$ cat src/rtl/pwm_pkg.sv
package pwm_pkg;
  localparam int DutyW   = 6;
  localparam int DtW     = 5;
  localparam int SelW    = 2;
  localparam int PhaseW  = DutyW + 1;
  localparam int Carriers = 1 << SelW;
  localparam int GateN   = 4;

  typedef enum logic [1:0] {
    ModeNormal = 2'b00,
    ModeOff    = 2'b01,
    ModeRaw    = 2'b10,
    ModeSwap   = 2'b11
  } outMode_t;

  typedef struct packed {
    outMode_t              mode;
    logic [SelW-1:0]       selB;
    logic [SelW-1:0]       selA;
    logic [DtW-1:0]        dt;
  } pwmCfg_t;

  localparam int CfgW = $bits(pwmCfg_t);

  typedef struct packed {
    logic [PhaseW-1:0] phase;
    pwmCfg_t           cfg;
  } ctrlBus_t;
endpackage

$ cat src/rtl/pwm_ctrl.sv
module pwm_ctrl
  import pwm_pkg::*;
(
  input  logic     clk,
  input  logic     rstN,
  input  logic     cfgClk,
  input  logic     cfgData,
  output ctrlBus_t bus
);
  localparam int CntW = $clog2(CfgW + 1);
  localparam logic [CntW-1:0] CntFull = CntW'(CfgW);
  localparam logic [CntW-1:0] CntOne  = CntW'(1);

  logic [2:0]        clkSync;
  logic [1:0]        dataSync;
  logic              shiftStb;
  logic [CfgW-1:0]   holdReg;
  logic [CntW-1:0]   bitCnt;
  logic [PhaseW-1:0] phase;
  logic              periodEnd;
  logic              commitStb;
  pwmCfg_t           activeCfg;

  // Bring the slow strobe and data into the clk domain.
  always_ff @(posedge clk or negedge rstN) begin
    if (!rstN) begin
      clkSync  <= '0;
      dataSync <= '0;
    end else begin
      clkSync  <= {clkSync[1:0], cfgClk};
      dataSync <= {dataSync[0], cfgData};
    end
  end

  assign shiftStb  = clkSync[1] & ~clkSync[2];
  assign periodEnd = (phase == {PhaseW{1'b1}});
  assign commitStb = periodEnd && (bitCnt == CntFull);

  // Holding register: first bit ends up in bit 0.
  always_ff @(posedge clk or negedge rstN) begin
    if (!rstN) begin
      holdReg <= '0;
      bitCnt  <= '0;
    end else begin
      if (shiftStb)
        holdReg <= {dataSync[1], holdReg[CfgW-1:1]};
      if (commitStb)
        bitCnt <= shiftStb ? CntOne : '0;
      else if (shiftStb && bitCnt != CntFull)
        bitCnt <= bitCnt + CntOne;
    end
  end

  // Free-running carrier phase and period-aligned commit.
  always_ff @(posedge clk or negedge rstN) begin
    if (!rstN) begin
      phase     <= '0;
      activeCfg <= '0;
    end else begin
      phase <= phase + 1'b1;
      if (commitStb)
        activeCfg <= pwmCfg_t'(holdReg);
    end
  end

  always_comb begin
    bus.phase = phase;
    bus.cfg   = activeCfg;
  end
endmodule

$ cat src/rtl/pwm_deadband.sv
module pwm_deadband
  import pwm_pkg::*;
(
  input  logic           clk,
  input  logic           rstN,
  input  logic           rawNext,
  input  logic [DtW-1:0] dt,
  output logic           raw,
  output logic           hi,
  output logic           lo
);
  localparam logic [DtW-1:0] AgeMax = {DtW{1'b1}};

  // age: clocks since raw took its present level, saturating.
  logic [DtW-1:0] age;

  always_ff @(posedge clk or negedge rstN) begin
    if (!rstN) begin
      raw <= 1'b0;
      age <= '0;
    end else begin
      raw <= rawNext;
      if (rawNext != raw)
        age <= '0;
      else if (age != AgeMax)
        age <= age + 1'b1;
    end
  end

  assign hi = raw  && (age >= dt);
  assign lo = !raw && (age >= dt);
endmodule

$ cat src/rtl/pwm_datapath.sv
module pwm_datapath
  import pwm_pkg::*;
(
  input  logic             clk,
  input  logic             rstN,
  input  logic             enable,
  input  logic [DutyW-1:0] dutyA,
  input  logic [DutyW-1:0] dutyB,
  input  ctrlBus_t         bus,
  output logic [GateN-1:0] gates
);
  localparam int Quarter = (1 << PhaseW) / Carriers;
  localparam int Legs    = 2;

  logic [DutyW-1:0] carrier [Carriers];
  logic [DutyW-1:0] legDuty [Legs];
  logic [SelW-1:0]  legSel  [Legs];
  logic [Legs-1:0]  legRaw;
  logic [Legs-1:0]  legHi;
  logic [Legs-1:0]  legLo;

  // Quarter-shifted triangle carriers folded from the phase counter.
  for (genvar k = 0; k < Carriers; k++) begin : g_car
    logic [PhaseW-1:0] shifted;
    assign shifted    = bus.phase + PhaseW'(k * Quarter);
    assign carrier[k] = shifted[PhaseW-1] ? ~shifted[DutyW-1:0] : shifted[DutyW-1:0];
  end

  assign legDuty[0] = dutyA;
  assign legDuty[1] = dutyB;
  assign legSel[0]  = bus.cfg.selA;
  assign legSel[1]  = bus.cfg.selB;

  for (genvar g = 0; g < Legs; g++) begin : g_leg
    logic rawNext;
    assign rawNext = legDuty[g] > carrier[legSel[g]];
    pwm_deadband u_db (
      .clk     (clk),
      .rstN    (rstN),
      .rawNext (rawNext),
      .dt      (bus.cfg.dt),
      .raw     (legRaw[g]),
      .hi      (legHi[g]),
      .lo      (legLo[g])
    );
  end

  logic pA, nA, pB, nB;
  always_comb begin
    pA = 1'b0; nA = 1'b0; pB = 1'b0; nB = 1'b0;
    unique case (bus.cfg.mode)
      ModeNormal: begin
        pA = legHi[0]; nA = legLo[0]; pB = legHi[1]; nB = legLo[1];
      end
      ModeOff: ;
      ModeRaw: begin
        pA = legRaw[0]; nA = ~legRaw[0]; pB = legRaw[1]; nB = ~legRaw[1];
      end
      ModeSwap: begin
        pA = legHi[1]; nA = legLo[1]; pB = legHi[0]; nB = legLo[0];
      end
      default: ;
    endcase
  end

  always_ff @(posedge clk or negedge rstN) begin
    if (!rstN)
      gates <= '0;
    else if (enable)
      gates <= {nA, pB, nB, pA};
    else
      gates <= '0;
  end
endmodule

$ cat src/rtl/psfb_pwm.sv
module psfb_pwm
  import pwm_pkg::*;
(
  input  logic             clk,
  input  logic             rstN,
  input  logic             enable,
  input  logic [DutyW-1:0] dutyA,
  input  logic [DutyW-1:0] dutyB,
  input  logic             cfgClk,
  input  logic             cfgData,
  output logic [GateN-1:0] gates,
  output logic             clkMirror
);
  ctrlBus_t ctrlBus;

  pwm_ctrl u_ctrl (
    .clk     (clk),
    .rstN    (rstN),
    .cfgClk  (cfgClk),
    .cfgData (cfgData),
    .bus     (ctrlBus)
  );

  pwm_datapath u_dp (
    .clk    (clk),
    .rstN   (rstN),
    .enable (enable),
    .dutyA  (dutyA),
    .dutyB  (dutyB),
    .bus    (ctrlBus),
    .gates  (gates)
  );

  assign clkMirror = clk;
endmodule

$ cat config.mk
export PLATFORM = sky130hd
export DESIGN_NAME = psfb_pwm
export DESIGN_NICKNAME = d
export VERILOG_FILES = /design/src/rtl/pwm_pkg.sv /design/src/rtl/pwm_ctrl.sv /design/src/rtl/pwm_deadband.sv /design/src/rtl/pwm_datapath.sv /design/src/rtl/psfb_pwm.sv
export SDC_FILE = /design/constraint.sdc
export NUM_CORES = 1
export LEC_CHECK = 0
export ABC_CLOCK_PERIOD_IN_PS = 4300
export BUFFER_PORTS_ARGS = -buffer_cell sky130_fd_sc_hd__buf_2
export CORE_MARGIN = 2
export CORE_UTILIZATION = 64
export CTS_CLUSTER_SIZE = 40
export DETAILED_ROUTE_END_ITERATION = 7
export HOLD_SLACK_MARGIN = 0.06
export PLACE_DENSITY_LB_ADDON = 0.12
export SYNTH_ARGS = -nofsm -noshare
export SYNTH_HDL_FRONTEND = slang
export SYNTH_SLANG_ARGS = --single-unit
$ cat constraint.sdc
create_clock -name clk -period 4.3 [get_ports clk]
set_input_delay 0 -clock clk [delete_from_list [all_inputs] [get_ports clk]]
set_output_delay 0 -clock clk [all_outputs]
set_load 0.01 [all_outputs]
==> reports/metrics.cfg, run 1 <==
[placement]
numPortBuffers=21
post-place-ws_ns=1.357
placement.cell_area_mm2=0.003077
dpl.hpwl_um=3800
finalWeightedCongestion=0.8832
place_inst=320

[setup_path]
critPathArrivalTime_ns=3.21
worst-path-max-fanout=7
crit-reg2reg-capture=u_dp.g_leg[1].u_db.age[2]
r2r_start=u_ctrl.phase[6]
worst_setup_path_end_kind=register
reg2reg_setup_slack_ns=1.36
worstSetupPathType=register to register
timing.critical_path.from_type=register
cp.required_ns=4.56
timing.reg2reg.worst_path_depth=8

[global_route]
first_pass_grt_wire_length_um=9011
grt_remaining_overflow=0
grt_util_all_layers=0.2248
antenna_found_initial=0
grt_start_max_net_pins=55
via_count_of_the_first_global_routing_pass=2035

[routing]
detailedRoute.firstIterationViolations=61
antenna_left=0
wl_per_cell_um=15.20
drt_drc_violations_left=0
totalWireLength_um=5123
num_vias=2008
detail_route.first_pass.iterations=4
viasPerCell=5.958

[timing]
timing_hold_violations_final=0
timing.final.max_slew_violations=0
final_min_period_over_clock_period=0.6844
finalCriticalPeriod_ns=2.943
final.setup_skew_ns=0.01571
setup_total_negative_slack_ns=0
max_slew.worst_pin.slew_ns=0.9987
rsz0062_at_grt=false
timing.fmax_mhz=339.8
finalSetupViolCount=0
timing.slew.headroom=0.3292
worst_slack_ns=1.357

[yosys]
syn-num-nets=301
netlist_top_cells_count=54 x dfrtp_1, 28 x ha_1, 20 x mux2_2, 19 x xnor2_1, 16 x inv_1
synth.top_cells.by_area=dfrtp_1 46%, ha_1 12%, mux2_2 7.6%
synth.ff_latch_count=54
yosys_warnings=0
syn_area_mm2=0.002947
synth.largest_area_cell=dfrtp_1
synth_seq_area_share=0.4586
synthMostInstantiatedCell=dfrtp_1
yosys.cell_types.count=38
post-synth-top-area-fraction=0.4586
synth-main-ff-cell=dfrtp_1
post_synth_inst_count=256
avgSynthCellArea_um2=11.51
async_reset_ff_frac=1.000
synth_enable_flop_cells=0

[power]
vdd_ir_drop_max_uv=322.0
total_leakage_power_nw=1.470
overall_power_mw=1.371
power-per-cell-area_mw_per_mm2=418.5

[floorplan]
die-height_um=71.85
core.rowCount=24
design.die.area_mm2=0.005162
core_area_mm2=0.004384
initial_utilization=0.6721
die_w_um=71.85
ioPinCount=22

[final_layout]
final_net_count=329
nFillCells=296
design_area_mm2=0.003276
drive_gt1_frac=0.2000
synthToLayoutAreaGrowth_pct=11.17
antennaDiodeCount=0
fin_cells=337

[cts]
tritoncts=done
postCtsSetupBuffers=0
worst_setup_hold_path_clk_slew_ns=0.10
clock_insertion_delay_worst_skew_ns=0.42

[worst_hold_path]
worstHoldEndpoint=u_dp.g_leg[0].u_db.raw
holdCritStartpoint=dutyA[4]
hold-path-cell-count=4
hold_path.class=input port to register

[flow_run]
count_of_maximum_capacitance_violations=0

[outcome]
run_status=finished, final reports clean

[worst max path at each step]
stage                    startpoint                         to  slack, ns  cells after the start
floorplan           u_ctrl.phase[6]  u_dp.g_leg[0].u_db.age[0]       1.64                      9
CTS                 u_ctrl.phase[6]  u_dp.g_leg[1].u_db.age[2]       1.33                      8
detailed placement  u_ctrl.phase[6]  u_dp.g_leg[1].u_db.age[2]       1.36                      8
global placement    u_ctrl.phase[6]  u_dp.g_leg[0].u_db.age[0]       1.49                      8
finish              u_ctrl.phase[6]  u_dp.g_leg[1].u_db.age[2]       1.36                      8
global route        u_ctrl.phase[6]  u_dp.g_leg[0].u_db.age[2]       1.04                      8
[registers in the layout, summed over array words and instances (netlist names)]
register / cells
u_ctrl.clkSync: 3
u_dp.gates: 4
u_ctrl.dataSync: 2
u_ctrl.phase: 7
u_dp.g_leg.u_db.age: 10
u_ctrl.bus: 11
u_ctrl.bitCnt: 4
u_dp.g_leg.u_db.raw: 2
u_ctrl.holdReg: 11
[cells by family after synthesis]
kind of cell / after synthesis / share of synthesized area
mux: 24 / 0.09002
flops: 54 / 0.4586
simple gates: 55 / 0.1117
buf+inv: 27 / 0.03907
compound gates: 40 / 0.09851
xor+xnor: 28 / 0.08323
fa+ha+maj: 28 / 0.1189
[worst max-delay path, cell delays in order (launching register included)]
cell and delay (ns):
dfrtp_1 0.42, xnor2_1 0.30, xor2_1 0.52, xnor2_1 0.19, ha_1 0.26, and4_1 0.21, and3_1 0.25, a311oi_1 0.50
a2111oi_0 0.16
[routing by layer]
| metal | global-route usage | vias up | part of all wire |
|---|---|---|---|
| li1 | - | 981 | - |
| met1 | 0.2781 | 976 | 0.45 |
| met2 | 0.3807 | 36 | 0.50 |
| met3 | 0.04079 | 15 | 0.027 |
| met4 | 0.1090 | 0 | 0.026 |
| met5 | 0 | - | 0 |
[report_power, final]
group	total (mW)	internal, mW	switching [mW]
registers	0.695	0.608	0.0869
clock network	0.382	0.186	0.195
logic	0.294	0.152	0.142
total	1.37	0.947	0.424
[per-stage QoR]
stage | utilization | hold WS, ns
detailed placement | 0.7018 | 0.1006
CTS | 0.7471 | 0.1390
floorplan | - | -0.2956
finish | 0.7471 | 0.1377
global placement | 0.7018 | 0.1006
global route | 0.7471 | 0.1734
[timing repair]
item / CTS / global route
gates resized for setup: 0 / 0
hold buffers: 6 / 0
hold endpoints to repair: 62 / 0
setup endpoints to repair: 0 / 0
[layout by cell type (no fill, tap or decap), drive strengths merged]
master and count:
dfrtp 54, ha 28, buf 23, mux2 20, xnor2 19, inv 17
nand2 13, a2111oi 10, xor2 9, o21ai 9, nor2 8, nor2b 8
clkbuf 8, dlygate4sd3 6, a21oi 5, and3 5, nand3 5, o32ai 4
and4 4, mux2i 4, nor3 4, nor4 3, o41ai 2, a41oi 2
a211o 2, o211ai 2, a31oi 2, nand4b 2, a311oi 2, clkinv 2
nand2b 1, nand3b 1, nand4 1
[area by class of cell]
class,count,area (µm²),area share
multi-input cells,175,1480,0.4519
repair buffers,28,175.2,0.05348
well taps,52,65.06,0.01986
flip-flops and latches,54,1351,0.4125
inverters,16,60.06,0.01833
clock inverters,3,28.78,0.008785
clock buffers,9,115.1,0.03514
Power figures use the tool's default switching activity.
==> run 2: changes to the inputs <==
--- a/config.mk
+++ b/config.mk
@@ -5,10 +5,10 @@
 export SDC_FILE = /design/constraint.sdc
 export NUM_CORES = 1
 export LEC_CHECK = 0
-export ABC_CLOCK_PERIOD_IN_PS = 4300
+export ABC_CLOCK_PERIOD_IN_PS = 2470
 export BUFFER_PORTS_ARGS = -buffer_cell sky130_fd_sc_hd__buf_2
 export CORE_MARGIN = 2
-export CORE_UTILIZATION = 64
+export CORE_UTILIZATION = 54
 export CTS_CLUSTER_SIZE = 40
 export DETAILED_ROUTE_END_ITERATION = 7
 export HOLD_SLACK_MARGIN = 0.06
==> constraint.sdc (replaced) <==
create_clock -name clk -period 2.47 [get_ports clk]
set_input_delay 0 -clock clk [delete_from_list [all_inputs] [get_ports clk]]
set_output_delay 0 -clock clk [all_outputs]
set_load 0.01 [all_outputs]
==> run 2 against run 1 <==
The run now ends with setup timing left. Combinational power is 110% higher. Critical path depth is 2 higher. Highest routed layer unchanged. First-iteration DRC count up 72%. Largest power group unchanged. Wire length is 11% higher. Largest cell class unchanged. Fmax is 12% higher. Critical path type unchanged. Critical endpoint is now u_dp.g_leg[0].u_db.age[2]. Global-route usage shrank 2.5 points.
==> reports/metrics.cfg, run 2 (synthesis gave the netlist of run 1 again) <==
[timing]
setup_total_negative_slack_ns=-0.7571
timing.fmax_mhz=381.6
final_min_period_over_clock_period=1.061
finalCriticalPeriod_ns=2.620
rsz0062_at_grt=true
max_slew.worst_pin.slew_ns=0.5996
timing.final.max_slew_violations=0
final.setup_skew_ns=0.007664
timing.slew.headroom=0.6002
worst_slack_ns=-0.1503
timing_hold_violations_final=0
hold_slack_ns=0.1240
finalSetupViolCount=10

[placement]
placement.cell_area_mm2=0.003187
numPortBuffers=21
finalWeightedCongestion=0.7495
dpl.hpwl_um=3823
place_inst=346

[worst_hold_path]
holdCritStartpoint=dutyB[1]
hold_path.class=input port to register
hold-path-cell-count=4
worstHoldEndpoint=u_dp.g_leg[1].u_db.raw

[power]
total_leakage_power_nw=1.590
power.switching_uw=787.0
swShare=0.3147
comb_power_share=0.244
power-per-cell-area_mw_per_mm2=683.4
p_clk_frac=0.272
vdd_ir_drop_max_uv=724.0
internal-power_mw=1.714
pwr-share-seq=0.484

[setup_path]
worst-path-max-fanout=5
timing.critical_path.from_type=register
timing.reg2reg.worst_path_depth=10
worstSetupPathType=register to register
r2r_start=u_ctrl.phase[6]
critPathArrivalTime_ns=2.89
crit-reg2reg-capture=u_dp.g_leg[0].u_db.age[2]
reg2reg_setup_slack_ns=-0.15
cp.required_ns=2.74
worst_setup_path_end_kind=register

[routing]
wl_per_cell_um=15.25
detail_route.first_pass.iterations=4
drt_drc_violations_left=0
totalWireLength_um=5674
antenna_left=0
num_vias=2054
detailedRoute.firstIterationViolations=105
viasPerCell=5.522

[floorplan]
design.die.area_mm2=0.006064
die-height_um=77.87
core.rowCount=26
core_area_mm2=0.005172
ioPinCount=22
die_w_um=77.87
initial_utilization=0.5697

[cts]
worst_setup_hold_path_clk_slew_ns=0.11
tritoncts=done
clock_insertion_delay_worst_skew_ns=0.42

[final_layout]
final_net_count=346
fin_util=0.7075
most-common-layout-cells=53 x dfrtp_1, 28 x ha_1, 21 x buf_2
fin_cells=372
antennaDiodeCount=0
synthToLayoutAreaGrowth_pct=24.20
nFillCells=358
drive_gt1_frac=0.3278
mostFrequentLayoutCell=dfrtp_1
design_area_mm2=0.003660

[global_route]
grt_util_all_layers=0.2002
grt_start_max_net_pins=43
grt_remaining_overflow=0
via_count_of_the_first_global_routing_pass=2092
antenna_found_initial=0
first_pass_grt_wire_length_um=9549

[flow_run]
count_of_maximum_capacitance_violations=0

[outcome]
failed_checks=setup timing
run_status=finished, violations left

[run 2: changes by cell type in the layout (fill, tap and decap cells not counted), sizes merged]
cell    delta
clkinv     -1
inv        +1
buf       +17
[run 2: through the flow]
step           total power, mW  setup slack (ns)
2_1_floorplan            1.594          -0.02855
3_3_place_gp             1.727           -0.1107
3_5_place_dp             1.747           -0.2064
4_1_cts                  2.478          -0.03063
5_1_grt                  2.677           -0.2617
6_report                 2.501           -0.1503
[run 2: power groups by stage]
| stage | Sequential [mW] | Clock [mW] | Combinational (mW) |
|---|---|---|---|
| floorplan | 1.18 | 0.0334 | 0.376 |
| global placement | 1.22 | 0.0245 | 0.482 |
| detailed placement | 1.22 | 0.0245 | 0.499 |
| CTS | 1.21 | 0.699 | 0.569 |
| global route | 1.24 | 0.744 | 0.688 |
| finish | 1.21 | 0.680 | 0.610 |
[run 2: repair_timing]
action | 4_1_cts | 5_1_grt
hold buffers | 6 | 0
setup endpoints to repair | 10 | 10
pin swaps | 12 | 10
setup buffers | 3 | 6
hold endpoints to repair | 61 | 0
gates resized for setup | 29 | 17
[run 2: how the worst max path moves through the flow]
stage	start	endpoint	slack (ns)	cells after the start
after CTS	u_ctrl.phase[6]	u_dp.g_leg[0].u_db.age[2]	-0.03	9
after floorplan	u_ctrl.phase[6]	u_dp.g_leg[0].u_db.age[0]	-0.03	9
final	u_ctrl.phase[6]	u_dp.g_leg[0].u_db.age[2]	-0.15	10
after global placement	u_ctrl.phase[6]	u_dp.g_leg[0].u_db.age[0]	-0.11	9
after detailed placement	u_ctrl.phase[6]	u_dp.g_leg[0].u_db.age[0]	-0.21	9
after global routing	u_ctrl.phase[6]	u_dp.g_leg[0].u_db.age[4]	-0.26	10
[run 2: routing by layer]
layer  up-vias  wire length (µm)  global-route usage
met5         -                 0                   0
met4         0                83             0.06429
met3         8               140             0.05000
met2        24              2866              0.3319
met1      1010              2584              0.2573
li1       1012                 -                   -
[run 2: worst max-delay path: stages (launching register included)]
cell and delay, ns:
dfrtp_2 0.48, xnor2_2 0.14, buf_4 0.15, xor2_4 0.18, xnor2_2 0.14, ha_1 0.33
a211o_1 0.28, o211ai_1 0.20, buf_4 0.18, and4_4 0.31, a2111oi_2 0.07
[run 2: final cells by class]
class	instances	area, µm²	share of cell area
multi-input combinational	175	1705	0.4660
tap	70	87.58	0.02393
timing repair buffer	45	310.3	0.08479
clock buffer	9	115.1	0.03145
inverter	16	60.06	0.01641
clock inverter	3	28.78	0.007863
sequential	54	1353	0.3696
